File: config.mk
export PLATFORM = sky130hd
export DESIGN_NAME = mmu_cmd_ctrl
export DESIGN_NICKNAME = d
export VERILOG_FILES = /design/src/rtl/mmu_ctrl_pkg.sv /design/src/rtl/mmu_cmd_core.sv /design/src/rtl/mmu_irq_unit.sv /design/src/rtl/mmu_rd_mux.sv /design/src/rtl/mmu_cmd_ctrl.sv
export SDC_FILE = /design/constraint.sdc
export NUM_CORES = 1
export LEC_CHECK = 0
export ABC_AREA = 1
export BUFFER_PORTS_ARGS = -buffer_cell sky130_fd_sc_hd__buf_2
export CAP_MARGIN = 10
export CORE_ASPECT_RATIO = 1.1
export CORE_MARGIN = 3
export CORE_UTILIZATION = 41
export DETAILED_ROUTE_END_ITERATION = 6
export PLACE_DENSITY_LB_ADDON = 0.1
export SLEW_MARGIN = 25
export SYNTH_ARGS = -nofsm -noshare
export SYNTH_HDL_FRONTEND = slang
export SYNTH_SLANG_ARGS = --single-unit
File: constraint.sdc
create_clock -name clk -period 1.5 [get_ports clk]
set_clock_uncertainty 0.2 [all_clocks]
set_input_delay 0.15 -clock clk [delete_from_list [all_inputs] [get_ports clk]]
set_output_delay 0.15 -clock clk [all_outputs]
set_load 0.05 [all_outputs]
File: src/rtl/mmu_ctrl_pkg.sv
package mmu_ctrl_pkg;

   // register byte offsets
   localparam int OFF_DIR    = 'h00;
   localparam int OFF_STAT   = 'h04;
   localparam int OFF_CMD    = 'h08;
   localparam int OFF_FADDR  = 'h0C;
   localparam int OFF_ZLINE  = 'h10;
   localparam int OFF_RAW    = 'h14;
   localparam int OFF_CLR    = 'h18;
   localparam int OFF_MASK   = 'h1C;
   localparam int OFF_MSTAT  = 'h20;
   localparam int OFF_GATE   = 'h24;

   // command codes carried in wdata[2:0]
   typedef enum logic [2:0] {
      CMD_PG_ON     = 3'd0,
      CMD_PG_OFF    = 3'd1,
      CMD_STALL_ON  = 3'd2,
      CMD_STALL_OFF = 3'd3,
      CMD_ZAP_ALL   = 3'd4,
      CMD_FLT_DONE  = 3'd5,
      CMD_HARD_RST  = 3'd6,
      CMD_NONE      = 3'd7
   } mmu_cmd_e;

   // status bit positions (stall-not-active sits at the word MSB)
   localparam int ST_PAGING = 0;
   localparam int ST_FAULT  = 1;
   localparam int ST_STALL  = 2;
   localparam int ST_IDLE   = 3;
   localparam int ST_REPLAY = 4;
   localparam int ST_FWRITE = 5;

   // interrupt causes: bit 0 page fault, bit 1 bus error
   localparam int NUM_CAUSES = 2;
   localparam int CAUSE_PF   = 0;
   localparam int CAUSE_BUS  = 1;

endpackage

File: src/rtl/mmu_cmd_core.sv
module mmu_cmd_core
   import mmu_ctrl_pkg::*;
#(
   parameter int DATA_W     = 32,
   parameter int PAGE_SHIFT = 12
) (
   input  logic              clk,
   input  logic              rst_n,
   input  logic              dir_we,
   input  logic              cmd_we,
   input  logic              zline_we,
   input  logic              gate_we,
   input  logic [DATA_W-1:0] wdata,
   input  logic              wk_fault,
   input  logic [DATA_W-1:0] wk_fault_addr,
   input  logic              wk_fault_write,
   output logic              paging_o,
   output logic              stall_o,
   output logic              fault_o,
   output logic              fault_wr_o,
   output logic [DATA_W-1:0] fault_addr_o,
   output logic [DATA_W-1:0] dir_base_o,
   output logic              zap_all_o,
   output logic              zap_line_o,
   output logic [DATA_W-1:0] zap_line_addr_o,
   output logic              gate_o,
   output logic              flt_evt_o,
   output logic              hard_rst_o
);

   localparam int HI_W = DATA_W - PAGE_SHIFT;
   localparam logic [DATA_W-1:0] PG_MASK = {{HI_W{1'b1}}, {PAGE_SHIFT{1'b0}}};

   mmu_cmd_e code;
   logic paging_q, stall_q, fault_q, fwr_q, zap_all_q, zap_line_q, gate_q;
   logic [DATA_W-1:0] dir_q, faddr_q, zla_q;
   logic is_stall_on, is_done, is_zap;

   assign code        = mmu_cmd_e'(wdata[2:0]);
   assign hard_rst_o  = cmd_we && (code == CMD_HARD_RST);
   assign flt_evt_o   = wk_fault && paging_q;
   assign is_stall_on = cmd_we && (code == CMD_STALL_ON);
   assign is_done     = cmd_we && (code == CMD_FLT_DONE);
   assign is_zap      = cmd_we && (code == CMD_ZAP_ALL);

   always_ff @(posedge clk or negedge rst_n) begin
      if (!rst_n) begin
         paging_q   <= 1'b0;
         stall_q    <= 1'b0;
         fault_q    <= 1'b0;
         fwr_q      <= 1'b0;
         faddr_q    <= '0;
         dir_q      <= '0;
         zap_all_q  <= 1'b0;
         zap_line_q <= 1'b0;
         zla_q      <= '0;
         gate_q     <= 1'b0;
      end else if (hard_rst_o) begin
         paging_q   <= 1'b0;
         stall_q    <= 1'b0;
         fault_q    <= 1'b0;
         fwr_q      <= 1'b0;
         faddr_q    <= '0;
         dir_q      <= '0;
         zap_all_q  <= 1'b0;
         zap_line_q <= 1'b0;
         zla_q      <= '0;
         gate_q     <= 1'b0;
      end else begin
         zap_all_q  <= 1'b0;
         zap_line_q <= 1'b0;
         if (dir_we)  dir_q  <= wdata & PG_MASK;
         if (gate_we) gate_q <= wdata[0];
         if (zline_we) begin
            zap_line_q <= 1'b1;
            zla_q      <= wdata & PG_MASK;
         end
         if (cmd_we) begin
            case (code)
               CMD_PG_ON:     paging_q <= 1'b1;
               CMD_PG_OFF: begin
                  paging_q <= 1'b0;
                  stall_q  <= 1'b0;
               end
               CMD_STALL_ON:  if (paging_q && !fault_q) stall_q <= 1'b1;
               CMD_STALL_OFF: stall_q <= 1'b0;
               CMD_ZAP_ALL:   zap_all_q <= 1'b1;
               CMD_FLT_DONE:  fault_q <= 1'b0;
               default: ;
            endcase
         end
         if (flt_evt_o && !fault_q) begin
            fault_q <= 1'b1;
            faddr_q <= wk_fault_addr;
            fwr_q   <= wk_fault_write;
         end
      end
   end

   assign paging_o        = paging_q;
   assign stall_o         = stall_q;
   assign fault_o         = fault_q;
   assign fault_wr_o      = fwr_q;
   assign fault_addr_o    = faddr_q;
   assign dir_base_o      = dir_q;
   assign zap_all_o       = zap_all_q;
   assign zap_line_o      = zap_line_q;
   assign zap_line_addr_o = zla_q;
   assign gate_o          = gate_q;

   // stored base equals written data with the page offset dropped
   p_dir_align_r1: assert property (@(posedge clk) disable iff (!rst_n)
      (dir_we && !hard_rst_o) |=> (dir_base_o == ($past(wdata) & PG_MASK)));

   // stall only exists while paging is on
   p_stall_needs_paging_r3: assert property (@(posedge clk) disable iff (!rst_n)
      stall_o |-> paging_o);

   // stall request refused during an active fault
   p_no_stall_on_fault_r3: assert property (@(posedge clk) disable iff (!rst_n)
      (is_stall_on && fault_o && !stall_o) |=> !stall_o);

   // fault holds until acknowledged or hard reset
   p_fault_held_r5: assert property (@(posedge clk) disable iff (!rst_n)
      (fault_o && !is_done && !hard_rst_o) |=> fault_o);

   // captured address is stable while the fault is held
   p_faddr_stable_r4: assert property (@(posedge clk) disable iff (!rst_n)
      (fault_o && !hard_rst_o) |=> $stable(fault_addr_o));

   // flush pulse lasts one cycle
   p_zap_pulse_r6: assert property (@(posedge clk) disable iff (!rst_n)
      (zap_all_o && !is_zap) |=> !zap_all_o);

   // hard reset clears the controlling state
   p_hard_reset_r7: assert property (@(posedge clk) disable iff (!rst_n)
      hard_rst_o |=> (dir_base_o == '0 && !paging_o && !stall_o && !fault_o && !gate_o));

endmodule

File: src/rtl/mmu_irq_unit.sv
module mmu_irq_unit
   import mmu_ctrl_pkg::*;
#(
   parameter int NC = NUM_CAUSES
) (
   input  logic          clk,
   input  logic          rst_n,
   input  logic          soft_rst,
   input  logic [NC-1:0] evt,
   input  logic          clr_we,
   input  logic          mask_we,
   input  logic [NC-1:0] wbits,
   output logic [NC-1:0] raw_o,
   output logic [NC-1:0] mask_o,
   output logic [NC-1:0] masked_o,
   output logic          irq_o
);

   logic [NC-1:0] raw_q, raw_nxt, mask_q;

   for (genvar g = 0; g < NC; g++) begin : g_cause
      // a new event outranks a clear of the same bit
      assign raw_nxt[g] = evt[g] | (raw_q[g] & ~(clr_we & wbits[g]));
   end

   always_ff @(posedge clk or negedge rst_n) begin
      if (!rst_n) begin
         raw_q  <= '0;
         mask_q <= '0;
      end else if (soft_rst) begin
         raw_q  <= '0;
         mask_q <= '0;
      end else begin
         raw_q <= raw_nxt;
         if (mask_we) mask_q <= wbits;
      end
   end

   assign raw_o    = raw_q;
   assign mask_o   = mask_q;
   assign masked_o = raw_q & mask_q;
   assign irq_o    = |masked_o;

   // a clear without a competing event drops the bit
   p_clear_drops_r9: assert property (@(posedge clk) disable iff (!rst_n)
      (clr_we && wbits[0] && !evt[0] && !soft_rst) |=> !raw_o[0]);

   // an event keeps the bit set even against a clear
   p_event_wins_r9: assert property (@(posedge clk) disable iff (!rst_n)
      (evt[0] && !soft_rst) |=> raw_o[0]);

   // pending causes persist until cleared or reset
   p_raw_sticky_r8: assert property (@(posedge clk) disable iff (!rst_n)
      (raw_o[1] && !clr_we && !soft_rst) |=> raw_o[1]);

endmodule

File: src/rtl/mmu_rd_mux.sv
module mmu_rd_mux
   import mmu_ctrl_pkg::*;
#(
   parameter int DATA_W = 32,
   parameter int ADDR_W = 8
) (
   input  logic [ADDR_W-1:0]     addr,
   input  logic [DATA_W-1:0]     dir_base,
   input  logic                  paging,
   input  logic                  fault,
   input  logic                  stall,
   input  logic                  idle,
   input  logic                  replay_empty,
   input  logic                  fault_wr,
   input  logic [DATA_W-1:0]     fault_addr,
   input  logic [NUM_CAUSES-1:0] raw,
   input  logic [NUM_CAUSES-1:0] mask,
   input  logic [NUM_CAUSES-1:0] masked,
   input  logic                  gate,
   output logic [DATA_W-1:0]     rdata
);

   logic [DATA_W-1:0] status;

   always_comb begin
      status             = '0;
      status[ST_PAGING]  = paging;
      status[ST_FAULT]   = fault;
      status[ST_STALL]   = stall;
      status[ST_IDLE]    = idle;
      status[ST_REPLAY]  = replay_empty;
      status[ST_FWRITE]  = fault_wr;
      status[DATA_W-1]   = ~stall;
   end

   always_comb begin
      rdata = '0;
      if      (addr == ADDR_W'(OFF_DIR))   rdata = dir_base;
      else if (addr == ADDR_W'(OFF_STAT))  rdata = status;
      else if (addr == ADDR_W'(OFF_FADDR)) rdata = fault_addr;
      else if (addr == ADDR_W'(OFF_RAW))   rdata[NUM_CAUSES-1:0] = raw;
      else if (addr == ADDR_W'(OFF_MASK))  rdata[NUM_CAUSES-1:0] = mask;
      else if (addr == ADDR_W'(OFF_MSTAT)) rdata[NUM_CAUSES-1:0] = masked;
      else if (addr == ADDR_W'(OFF_GATE))  rdata[0] = gate;
   end

endmodule

File: src/rtl/mmu_cmd_ctrl.sv
module mmu_cmd_ctrl
   import mmu_ctrl_pkg::*;
#(
   parameter int DATA_W     = 32,
   parameter int ADDR_W     = 8,
   parameter int PAGE_SHIFT = 12
) (
   input  logic              clk,
   input  logic              rst_n,
   input  logic              reg_wr,
   input  logic [ADDR_W-1:0] reg_addr,
   input  logic [DATA_W-1:0] reg_wdata,
   output logic [DATA_W-1:0] reg_rdata,
   input  logic              wk_fault,
   input  logic [DATA_W-1:0] wk_fault_addr,
   input  logic              wk_fault_write,
   input  logic              wk_bus_err,
   input  logic              wk_idle,
   input  logic              wk_replay_empty,
   output logic              xl_paging_en,
   output logic              xl_stall,
   output logic              xl_hold,
   output logic              xl_zap_all,
   output logic              xl_zap_line,
   output logic [DATA_W-1:0] xl_zap_line_addr,
   output logic [DATA_W-1:0] xl_dir_base,
   output logic              xl_gate_en,
   output logic              irq
);

   if (DATA_W < 8) begin : g_bad_data_w
      $error("DATA_W must be at least 8");
   end
   if (ADDR_W < 6) begin : g_bad_addr_w
      $error("ADDR_W must reach offset 0x24");
   end
   if (PAGE_SHIFT < 1 || PAGE_SHIFT >= DATA_W) begin : g_bad_page
      $error("PAGE_SHIFT must lie inside the data word");
   end

   logic dir_we, cmd_we, zline_we, gate_we, clr_we, mask_we;
   logic fault, fault_wr, flt_evt, hard_rst;
   logic [DATA_W-1:0] fault_addr;
   logic [NUM_CAUSES-1:0] raw, mask, masked, evt;

   assign dir_we   = reg_wr && (reg_addr == ADDR_W'(OFF_DIR));
   assign cmd_we   = reg_wr && (reg_addr == ADDR_W'(OFF_CMD));
   assign zline_we = reg_wr && (reg_addr == ADDR_W'(OFF_ZLINE));
   assign gate_we  = reg_wr && (reg_addr == ADDR_W'(OFF_GATE));
   assign clr_we   = reg_wr && (reg_addr == ADDR_W'(OFF_CLR));
   assign mask_we  = reg_wr && (reg_addr == ADDR_W'(OFF_MASK));

   mmu_cmd_core #(.DATA_W(DATA_W), .PAGE_SHIFT(PAGE_SHIFT)) u_core (
      .clk             (clk),
      .rst_n           (rst_n),
      .dir_we          (dir_we),
      .cmd_we          (cmd_we),
      .zline_we        (zline_we),
      .gate_we         (gate_we),
      .wdata           (reg_wdata),
      .wk_fault        (wk_fault),
      .wk_fault_addr   (wk_fault_addr),
      .wk_fault_write  (wk_fault_write),
      .paging_o        (xl_paging_en),
      .stall_o         (xl_stall),
      .fault_o         (fault),
      .fault_wr_o      (fault_wr),
      .fault_addr_o    (fault_addr),
      .dir_base_o      (xl_dir_base),
      .zap_all_o       (xl_zap_all),
      .zap_line_o      (xl_zap_line),
      .zap_line_addr_o (xl_zap_line_addr),
      .gate_o          (xl_gate_en),
      .flt_evt_o       (flt_evt),
      .hard_rst_o      (hard_rst)
   );

   always_comb begin
      evt            = '0;
      evt[CAUSE_PF]  = flt_evt;
      evt[CAUSE_BUS] = wk_bus_err;
   end

   mmu_irq_unit #(.NC(NUM_CAUSES)) u_irq (
      .clk      (clk),
      .rst_n    (rst_n),
      .soft_rst (hard_rst),
      .evt      (evt),
      .clr_we   (clr_we),
      .mask_we  (mask_we),
      .wbits    (reg_wdata[NUM_CAUSES-1:0]),
      .raw_o    (raw),
      .mask_o   (mask),
      .masked_o (masked),
      .irq_o    (irq)
   );

   mmu_rd_mux #(.DATA_W(DATA_W), .ADDR_W(ADDR_W)) u_rd (
      .addr         (reg_addr),
      .dir_base     (xl_dir_base),
      .paging       (xl_paging_en),
      .fault        (fault),
      .stall        (xl_stall),
      .idle         (wk_idle),
      .replay_empty (wk_replay_empty),
      .fault_wr     (fault_wr),
      .fault_addr   (fault_addr),
      .raw          (raw),
      .mask         (mask),
      .masked       (masked),
      .gate         (xl_gate_en),
      .rdata        (reg_rdata)
   );

   assign xl_hold = fault;

   // interrupt line follows the masked view seen by software
   p_irq_follows_r10: assert property (@(posedge clk) disable iff (!rst_n)
      (reg_addr == ADDR_W'(OFF_MSTAT)) |-> (irq == (reg_rdata != '0)));

   // the two stall status bits are complementary
   p_stall_bits_r3: assert property (@(posedge clk) disable iff (!rst_n)
      (reg_addr == ADDR_W'(OFF_STAT)) |-> (reg_rdata[DATA_W-1] != reg_rdata[ST_STALL]));

endmodule

Word-level counts from Yosys, hierarchy flattened
Cells that the tools add are included.

storage, ports and cells
  output and inout bits = 103
  word-level logic and storage cells = 104
  bits in registers = 107

cells by class
  reductions and logical operators = 28
  mux-type cells = 38
  equality and inequality tests = 16
  bitwise logic cells = 10

operators by type and width
  cell                  count
  $mux W32              8
  $eq A8 B5 Y1 const B  4
  $mux W30              1
  $mux W1               21
  $eq A8 B4 Y1 const B  2
  $eq A8 B6 Y1 const B  2
  $mux W2               6
  $reduce_bool A2 Y1    6
  $reduce_bool A3 Y1    4
  $logic_and A1 B1 Y1   10
  $eq A3 B3 Y1 const B  3
  $eq A8 B3 Y1 const B  1
  $logic_not A8 Y1      1
  $eq A3 B2 Y1 const B  2
  $and A1 B1 Y1         4
  $pmux W1 S2           2
  $reduce_and A2 Y1     2
  $reduce_or A2 Y1      2
  $eq A3 B1 Y1 const B  1
  $logic_not A3 Y1      1
  $ne A3 B3 Y1 const B  1
  $not A1 Y1            3
  $reduce_and A3 Y1     1
  $and A2 B2 Y2         1
  2 further kinds       3

Logic depth before layout (Yosys ltp)
Gate-level depths: netlist of the first run.

  depth after elaboration = 8
  depth in mapped cells = 10

Cells and area by module
Synthesis of the first run repeated with hierarchy kept, for this count alone.

second synthesis, totals
  cells, all modules = 532
  area total of the unflattened synthesis = 4,325.4 sq um

by module, submodules not included
  module        area each (sq um)  instances  sequential area each (sq um)  cells an instance
  mmu_cmd_core  3,413.3            1          1,976.9                       384
  mmu_rd_mux    618.1              1          0.0                           100
  mmu_irq_unit  183.9              1          100.1                         25
  mmu_cmd_ctrl  110.1              1          0.0                           23

Worst setup path after synthesis of the first run
Ideal clock, no wire load.

  kind = register to output
  start point = register u_core.stall_q (netlist: u_core.stall_o)
  end point = output port reg_rdata[2]
  setup slack = -904 ps
  required time = 1,150 ps
  arrival time = 2,054 ps
  path buffers = 0
  cell stages (with the launch flop) = 4
  cells stage by stage = dfrtp_1 > inv_1 > a21oi_1 > a21boi_0

between the ends
  word-level cells in the longest chain between the ends = 2

ends and longest elaborated chain
  what                    RTL line            source
  start, declared         mmu_cmd_core.sv:35  logic paging_q, stall_q, fault_q, fwr_q, zap_all_q, zap_line_q, gate_q;
  start signal, assigned  mmu_cmd_core.sv:49  stall_q <= 1'b0;
  start signal, assigned  mmu_cmd_core.sv:60  stall_q <= 1'b0;
  start signal, assigned  mmu_cmd_core.sv:83  stall_q <= 1'b0;
  $mux W32                mmu_rd_mux.sv:39    else if (addr == ADDR_W'(OFF_STAT)) rdata = status;
  $mux W32                mmu_rd_mux.sv:38    if (addr == ADDR_W'(OFF_DIR)) rdata = dir_base;
  end, declared           mmu_cmd_ctrl.sv:13  output logic [DATA_W-1:0] reg_rdata,

Every way passes these cells.

Worst setup path in the final report of the first run
  start point = register u_irq.mask_q[0] (netlist: u_irq.mask_o[0])
  end point = output port reg_rdata[0]

between the ends
  word-level cells in the longest chain between the ends = 7

ends and longest elaborated chain
  what                    RTL line            source
  start, declared         mmu_irq_unit.sv:19  logic [NC-1:0] raw_q, raw_nxt, mask_q;
  start signal, assigned  mmu_irq_unit.sv:35  if (mask_we) mask_q <= wbits;
  $and A2 B2 Y2           mmu_irq_unit.sv:41  assign masked_o = raw_q & mask_q;
  $mux W1                 mmu_rd_mux.sv:43    else if (addr == ADDR_W'(OFF_MSTAT)) rdata[NUM_CAUSES-1:0] = masked;
  $mux W2 (*)             mmu_rd_mux.sv:42    else if (addr == ADDR_W'(OFF_MASK)) rdata[NUM_CAUSES-1:0] = mask;
  $mux W2 (*)             mmu_rd_mux.sv:41    else if (addr == ADDR_W'(OFF_RAW)) rdata[NUM_CAUSES-1:0] = raw;
  $mux W2 (*)             mmu_rd_mux.sv:40    else if (addr == ADDR_W'(OFF_FADDR)) rdata = fault_addr;
  $mux W32 (*)            mmu_rd_mux.sv:39
  $mux W32 (*)            mmu_rd_mux.sv:38

Mark *: on every way between the ends. The rest lies on a longest branch, timed or not.

==> reports/metrics.csv, run 1 <==
stage;metric;value;unit
status;outcome;finished, violations left;
status;violations in the final reports;negative setup slack;
logic_synthesis;mux contribution to synthesized area;0;
logic_synthesis;adder-cell area share of the yosys netlist;0;
logic_synthesis;Synth Area in XOR/XNOR;0;
logic_synthesis;YS warnings;0;
placement;Port Buffer Count;149;
clock_network;CTS tree;yes;
floorplan;I/O pins;183;
route;vias post-DR;4481;
timing;period utilisation layout;1.19;
timing;RSZ-0062 raised after global routing;true;
logic_synthesis;Seq/Total Area, Yosys;0.503;
worst_setup_path;element type at the critical path start;flop;
worst_setup_path;reg2reg start;u_core.paging_o;
worst_setup_path;start point of the critical path;u_irq.mask_o[0];
worst_setup_path;Crit Path Class;reg2out;
timing;Final setup violation count;34;
global_route;largest net degree at the start of global routing;39;
route;remaining antenna violation count;0;
pwr;Cell Pwr Density;724;nW/um^2
floorplan;Core ar.;9580;sq um
logic_synthesis;top cells by area, synth;dfrtp_1 50%, nand2_1 19%, inv_1 5.7%;
clock_network;H-tree levels;3;
route;Avg WL per Cell;16.9;um
global_route;antenna violations before repair;0;
pwr;P_leak;4.09;nW
placement;RD Place Congestion;0.806;
clock_network;CTS Buf Count;9;
layout;Final Util;0.760;
global_route;grt ovf;0;
logic_synthesis;Synth Register Bits;83;
clock_network;clk slew on worst S/H paths;0.08;ns
clock_network;clk_lat worst skew;0.35;ns
timing;setup_tns;-5.33;ns
route;Iteration-0 DRC Markers;274;
route;Post-Route WL;15.4;mm
logic_synthesis;Synth cell types;32;
clock_network;clock buffer depth;2;
worst_setup_path;critical-path maximum fanout;2;
timing;maximum clock rate;0.560;GHz
timing;Fin. Hold Viols;0;
worst_setup_path;CP Data Arrival Time;1.44;ns
route;post-DR vias/cell;4.91;
logic_synthesis;Yosys top cell area share;0.503;
logic_synthesis;cells after synthesis;519;
global_route;gr usage total;0.248;
logic_synthesis;Yosys top cell by area;dfrtp_1;
timing;Slew Limit Fails;0;
layout;Antenna diodes;0;
logic_synthesis;largest family of logic cells by synthesized area;simple AND/OR/NAND/NOR gates;
layout;Layout area overhead;76.6;%
clock_network;CTS root buf;clkbuf_8;
clock_network;clk sinks;83;
route;DRC viols;0;
logic_synthesis;Avg Inst Size Synth;7.95;sq um
layout;nets;872;
floorplan;die width;102;um
layout;share of layout cells above drive strength 1;0.413;
floorplan;Die ar.;11300;sq um
floorplan;Starting Density;0.430;
logic_synthesis;Compound-Gate Fraction of Synth Area;0.0810;
layout;# fillers;637;
worst_setup_path;Req. time, crit path;1.15;ns
global_route;first-pass GRT wire length;22.3;mm
worst_hold_path;Hold Crit Start;reg_addr[7];
job;number of max-cap violations;0;
layout;register area;2080;sq um
worst_hold_path;type of the tightest min-delay check;in2reg;
floorplan;Die Ht;111;um
logic_synthesis;simple-gate share of the synthesized area;0.277;
worst_setup_path;Worst setup EP type;output pin;
timing;PnR worst setup slack;-0.287;ns
pwr;Peak supply drop;0.000421;V
floorplan;Rows;37;
route;DR pass1 iterations;4;
layout;multi-input logic area;2090;sq um
global_route;vias in the first global route;4467;
logic_synthesis;Synth Cell Area;4130;sq um
timing;Final min period;1.79;ns
placement;post-DP HPWL;8.92;mm
per-stage QoR:
stage | instance area, sq um | hold slack, ns | cells | power [mW] | setup slack [ns]
floorplan | 4470 | -0.346 | 542 | 3.30 | -0.101
CTS | 6820 | 0.0135 | 897 | 5.19 | -0.266
global route | 7280 | 0.0453 | 913 | 5.51 | -0.375
detailed placement | 5440 | -0.133 | 805 | 3.63 | -0.278
finish | 7280 | 0.0214 | 913 | 5.28 | -0.287
global placement | 5440 | -0.133 | 805 | 3.61 | -0.231
synthesized netlist by cell type:
| library cell | number |
|---|---|
| nor2_4 | 3 |
| inv_4 | 1 |
| o22ai_1 | 12 |
| a32o_1 | 2 |
| a22oi_1 | 1 |
| buf_6 | 7 |
| nand3b_1 | 1 |
| nand2_2 | 1 |
| nor2_1 | 18 |
| inv_2 | 6 |
| o21ai_0 | 21 |
| nand2_8 | 1 |
| nand4_1 | 2 |
| inv_1 | 63 |
| a21boi_0 | 1 |
| or2_0 | 1 |
| clkbuf_1 | 1 |
| nand3_4 | 1 |
| a22o_1 | 5 |
| o21ai_1 | 9 |
| nand3_2 | 1 |
| buf_2 | 5 |
| nand2_4 | 1 |
| nand4_2 | 1 |
| nand3_1 | 25 |
| conb_1 | 1 |
| a21oi_1 | 6 |
| nor4_1 | 1 |
| dfrtp_1 | 83 |
| nand2_1 | 208 |
| buf_4 | 26 |
| nor2_2 | 4 |
layout by cell type (no fill, tap or decap), types with 5 or more instances in the layout:
master	instances
nor2_4	14
inv_2	6
o21ai_1	9
nand2_2	7
buf_4	39
o21ai_4	12
clkbuf_16	5
dfrtp_1	78
buf_6	36
o22ai_1	12
nor2_1	7
nand2_4	23
dfrtp_2	5
inv_1	57
clkbuf_8	10
o21ai_0	6
buf_8	11
buf_12	13
conb_1	24
buf_2	108
nand2_1	179
nand3_1	23
dlygate4sd3_1	59
path summary, 6_finish.rpt:
| kind | end | cells past startpoint | slack, ns |
|---|---|---|---|
| max | reg_rdata[0] | 8 | -0.29 |
| min | u_core.gate_o | 6 | 0.02 |
| max reg2reg | u_core.fault_addr_o[15] | 9 | -0.01 |
| min reg2reg | u_core.zap_line_addr_o[12] | 2 | 0.27 |
| max in group asynchronous | u_core.fault_addr_o[25] | 3 | 0.55 |
| min in group asynchronous | u_core.gate_o | 2 | 0.04 |
logic make-up (layout without fill, tap and decap cells):
group           count (synthesis)  count (layout)
simple gates                  269             269
buf+inv                       109             363
flops                          83              83
compound gates                 57              57
other cells                     1              24
sequential cells by signal, summed over array words and instances, names as in the netlist:
name                    count
u_core.fault_wr_o           1
u_core.zap_all_o            1
u_irq.raw_o                 2
u_irq.mask_o                2
u_core.dir_base_o          20
u_core.fault_addr_o        32
u_core.zap_line_addr_o     20
u_core.stall_o              1
u_core.zap_line_o           1
u_core.paging_o             1
u_core.fault_o              1
u_core.gate_o               1
final cells by class:
cell class / instances / area share
Timing Repair Buffer: 276 / 0.341
Multi-Input combinational cell: 350 / 0.287
Sequential cell: 83 / 0.286
Inverter: 70 / 0.0412
Tap cell: 117 / 0.0201
Clock buffer: 10 / 0.0189
Clock inverter: 5 / 0.00412
Timing Repair inverter: 2 / 0.00172
critical path, cell delays in order, from the launching register on:
cell,delay (ns)
dfrtp_1,0.37
nand2_1,0.08
nand3b_1,0.16
nand3_1,0.09
nand2_1,0.07
nand3_1,0.06
nand2_1,0.05
inv_1,0.06
buf_6,0.15
where the power goes:
| group | switching, mW | leakage [nW] | total, mW | internal [mW] |
|---|---|---|---|---|
| registers | 0.147 | 1.03 | 2.57 | 2.42 |
| logic | 0.863 | 2.97 | 1.27 | 0.410 |
| clock network | 0.808 | 0.0839 | 1.44 | 0.629 |
| total | 1.82 | 4.09 | 5.28 | 3.46 |
per-layer routing:
layer	vias to the layer above	global-route usage	wire length, um	share of wire
met3	37	0.0340	767	0.050
met5	-	0	0	0
met2	183	0.421	7910	0.51
met4	0	0.0691	367	0.024
met1	2157	0.328	6390	0.41
li1	2104	-	-	-
what timing repair did:
action                                  in CTS  in global routing
pin swaps                                    8                 13
hold buffers                                60                  0
gates cloned                                 4                  8
gates resized for setup                    113                 79
endpoints found under the setup margin      66                 82
buffers inserted                            13                 11
endpoints found under the hold margin      162                  0
No activity file was read; power rests on OpenSTA's default activity.
==> run 2, diff against run 1 <==
--- a/config.mk
+++ b/config.mk
@@ -8,9 +8,11 @@
 export ABC_AREA = 1
 export BUFFER_PORTS_ARGS = -buffer_cell sky130_fd_sc_hd__buf_2
 export CAP_MARGIN = 10
+export CELL_PAD_IN_SITES_DETAIL_PLACEMENT = 1
+export CELL_PAD_IN_SITES_GLOBAL_PLACEMENT = 2
 export CORE_ASPECT_RATIO = 1.1
 export CORE_MARGIN = 3
-export CORE_UTILIZATION = 41
+export CORE_UTILIZATION = 25
 export DETAILED_ROUTE_END_ITERATION = 6
 export PLACE_DENSITY_LB_ADDON = 0.1
 export SLEW_MARGIN = 25
==> run 2 against run 1 <==
  * The flow still finishes with violations (negative setup slack)
  * Via count is 2.1% lower
  * First-iteration DRC count decreased by 38%
  * Total power increased by 17%
  * Register-to-register slack gained 0.05 ns
  * Final cell count is 9.5% higher
  * Clock power grew 57%
  * Largest cell class unchanged
  * Largest power group unchanged
==> reports/metrics.csv, run 2 (same netlist as run 1, synthesis figures left out) <==
stage;metric;value;unit
layout;# fillers;1803;
route;post-DR vias/cell;4.39;
worst_setup_path;Crit Path Class;reg2out;
route;vias post-DR;4388;
status;outcome;finished, violations left;
layout;nets;875;
layout;Layout area overhead;91.7;%
floorplan;Rows;48;
job;number of max-cap violations;0;
pwr;P_leak;4.26;nW
floorplan;Starting Density;0.259;
timing;worst hold margin;0.0571;ns
layout;share of layout cells above drive strength 1;0.494;
route;Post-Route WL;17.0;mm
worst_setup_path;CP Buf/Inv Count;2;
pwr;Peak supply drop;0.000551;V
floorplan;die width;128;um
global_route;gr usage total;0.176;
floorplan;Die ar.;18100;sq um
global_route;grt ovf;0;
clock_network;CTS Buf Count;9;
placement;post-DP HPWL;11.3;mm
timing;maximum clock rate;0.560;GHz
layout;most common cell after layout, fill and taps aside;nand2_1;
worst_setup_path;critical-path maximum fanout;2;
floorplan;Core ar.;15900;sq um
timing;setup_tns;-5.19;ns
pwr;Tot Pwr;6.18;mW
placement;dpl ws;-0.298;ns
placement;RD Place Congestion;0.814;
route;Avg WL per Cell;17.0;um
global_route;first-pass GRT wire length;24.8;mm
status;violations in the final reports;negative setup slack;
clock_network;clk sinks;83;
layout;Final Util;0.497;
timing;period utilisation layout;1.19;
layout;Largest register FFs;32;
worst_setup_path;CP Data Arrival Time;1.44;ns
floorplan;I/O pins;183;
route;DR pass1 iterations;4;
global_route;largest net degree at the start of global routing;84;
worst_setup_path;critical path's slowest cell;dfrtp_1;
global_route;antenna violations before repair;0;
layout;most frequent cells in the layout;148 x nand2_1, 106 x buf_2, 77 x dfrtp_1, 60 x dlygate4sd3_1, 52 x inv_1;
layout;multi-input logic area;2390;sq um
layout;register area;2080;sq um
floorplan;Die Ht;141;um
timing;PnR worst setup slack;-0.287;ns
timing;Slew Limit Fails;0;
clock_network;clk_lat worst skew;0.34;ns
worst_hold_path;type of the tightest min-delay check;in2reg;
placement;Port Buffer Count;149;
pwr;Cell Pwr Density;781;nW/um^2
global_route;vias in the first global route;4581;
worst_setup_path;Req. time, crit path;1.15;ns
route;DRC viols;0;
route;Iteration-0 DRC Markers;171;
timing;Final min period;1.79;ns
layout;Antenna diodes;0;
clock_network;CTS tree;yes;
timing;Fin. Hold Viols;0;
route;remaining antenna violation count;0;
timing;RSZ-0062 raised after global routing;true;
worst_setup_path;Worst path top cell family by delay;simple AND/OR/NAND/NOR gates;
clock_network;CTS root buf;clkbuf_16;
worst_setup_path;Top cell by count, worst path;nand2_1;
clock_network;H-tree levels;3;
clock_network;clock buffer depth;2;
clock_network;clk slew on worst S/H paths;0.06;ns
worst_setup_path;element type at the critical path start;flop;
worst_setup_path;Worst setup EP type;output pin;
worst_setup_path;Critical Path, Cell by Cell;nand2_1, nand3b_1, nand3_1, nand2_1, nand3_1, nand2_1, inv_2, buf_8;
timing;Final setup violation count;59;
worst_setup_path;CP max stage delay;0.36;ns
run 2: cell types whose count changed in the layout (fill, tap and decap cells not counted), sizes merged:
cell | previous run | this run
clkinvlp | 2 | 1
dlymetal6s4s | 1 | 0
bufinv | 0 | 1
dlygate4sd3 | 59 | 60
clkbuf | 16 | 20
run 2: stage by stage:
| step | std cells | cell area (sq um) |
|---|---|---|
| floorplan | 542 | 4470 |
| global placement | 894 | 5650 |
| detailed placement | 894 | 5650 |
| CTS | 985 | 7100 |
| global route | 1000 | 7910 |
| finish | 1000 | 7910 |
run 2: final cells by class:
cell class	instances	area share
timing repair buffer	280	0.324
clock inverter	6	0.00823
multi-input combinational	350	0.303
tap	200	0.0316
clock buffer	10	0.0290
timing repair inverter	1	0.00142
inverter	70	0.0392
sequential	83	0.264
run 2: tightest hold or removal path, cell delays in order:
cell     delay, ns
buf_6         0.08
inv_1         0.03
nand2_1       0.04
nor2_1        0.08
nand3_1       0.12
o21ai_1       0.06
run 2: what timing repair did:
action,4_1_cts,5_1_grt
hold buffers,60,0
pin swaps,11,23
endpoints found under the hold margin,162,0
gates resized for setup,111,168
endpoints found under the setup margin,33,109
setup buffers,12,9
cloned,3,9
run 2: layer usage:
metal	wire length, um	vias up	track usage	share of wire
met2	8600	116	0.292	0.51
met1	7260	2132	0.230	0.43
met5	0	-	0	0
met4	366	0	0.0564	0.022
li1	-	2121	-	-
met3	722	19	0.0337	0.043
run 2: where the power goes:
part | total (mW) | switching, mW | leakage, nW | internal [mW]
Sequential | 2.59 | 0.165 | 1.03 | 2.42
Combinational | 1.33 | 0.892 | 3.09 | 0.441
Clock | 2.26 | 0.962 | 0.143 | 1.29
run 2: final timing paths:
path	start	endpoint	slack, ns	cells past startpoint
min reg2reg	u_core.zap_line_addr_o[20]	u_core.zap_line_addr_o[20]	0.27	2
min in group asynchronous	rst_n	u_irq.mask_o[1]	0.19	3
max	u_irq.mask_o[0]	reg_rdata[0]	-0.29	8
max in group asynchronous	rst_n	u_irq.raw_o[1]	0.54	3
min	reg_addr[7]	u_core.gate_o	0.06	6
max reg2reg	u_core.paging_o	u_core.fault_addr_o[28]	0.04	8
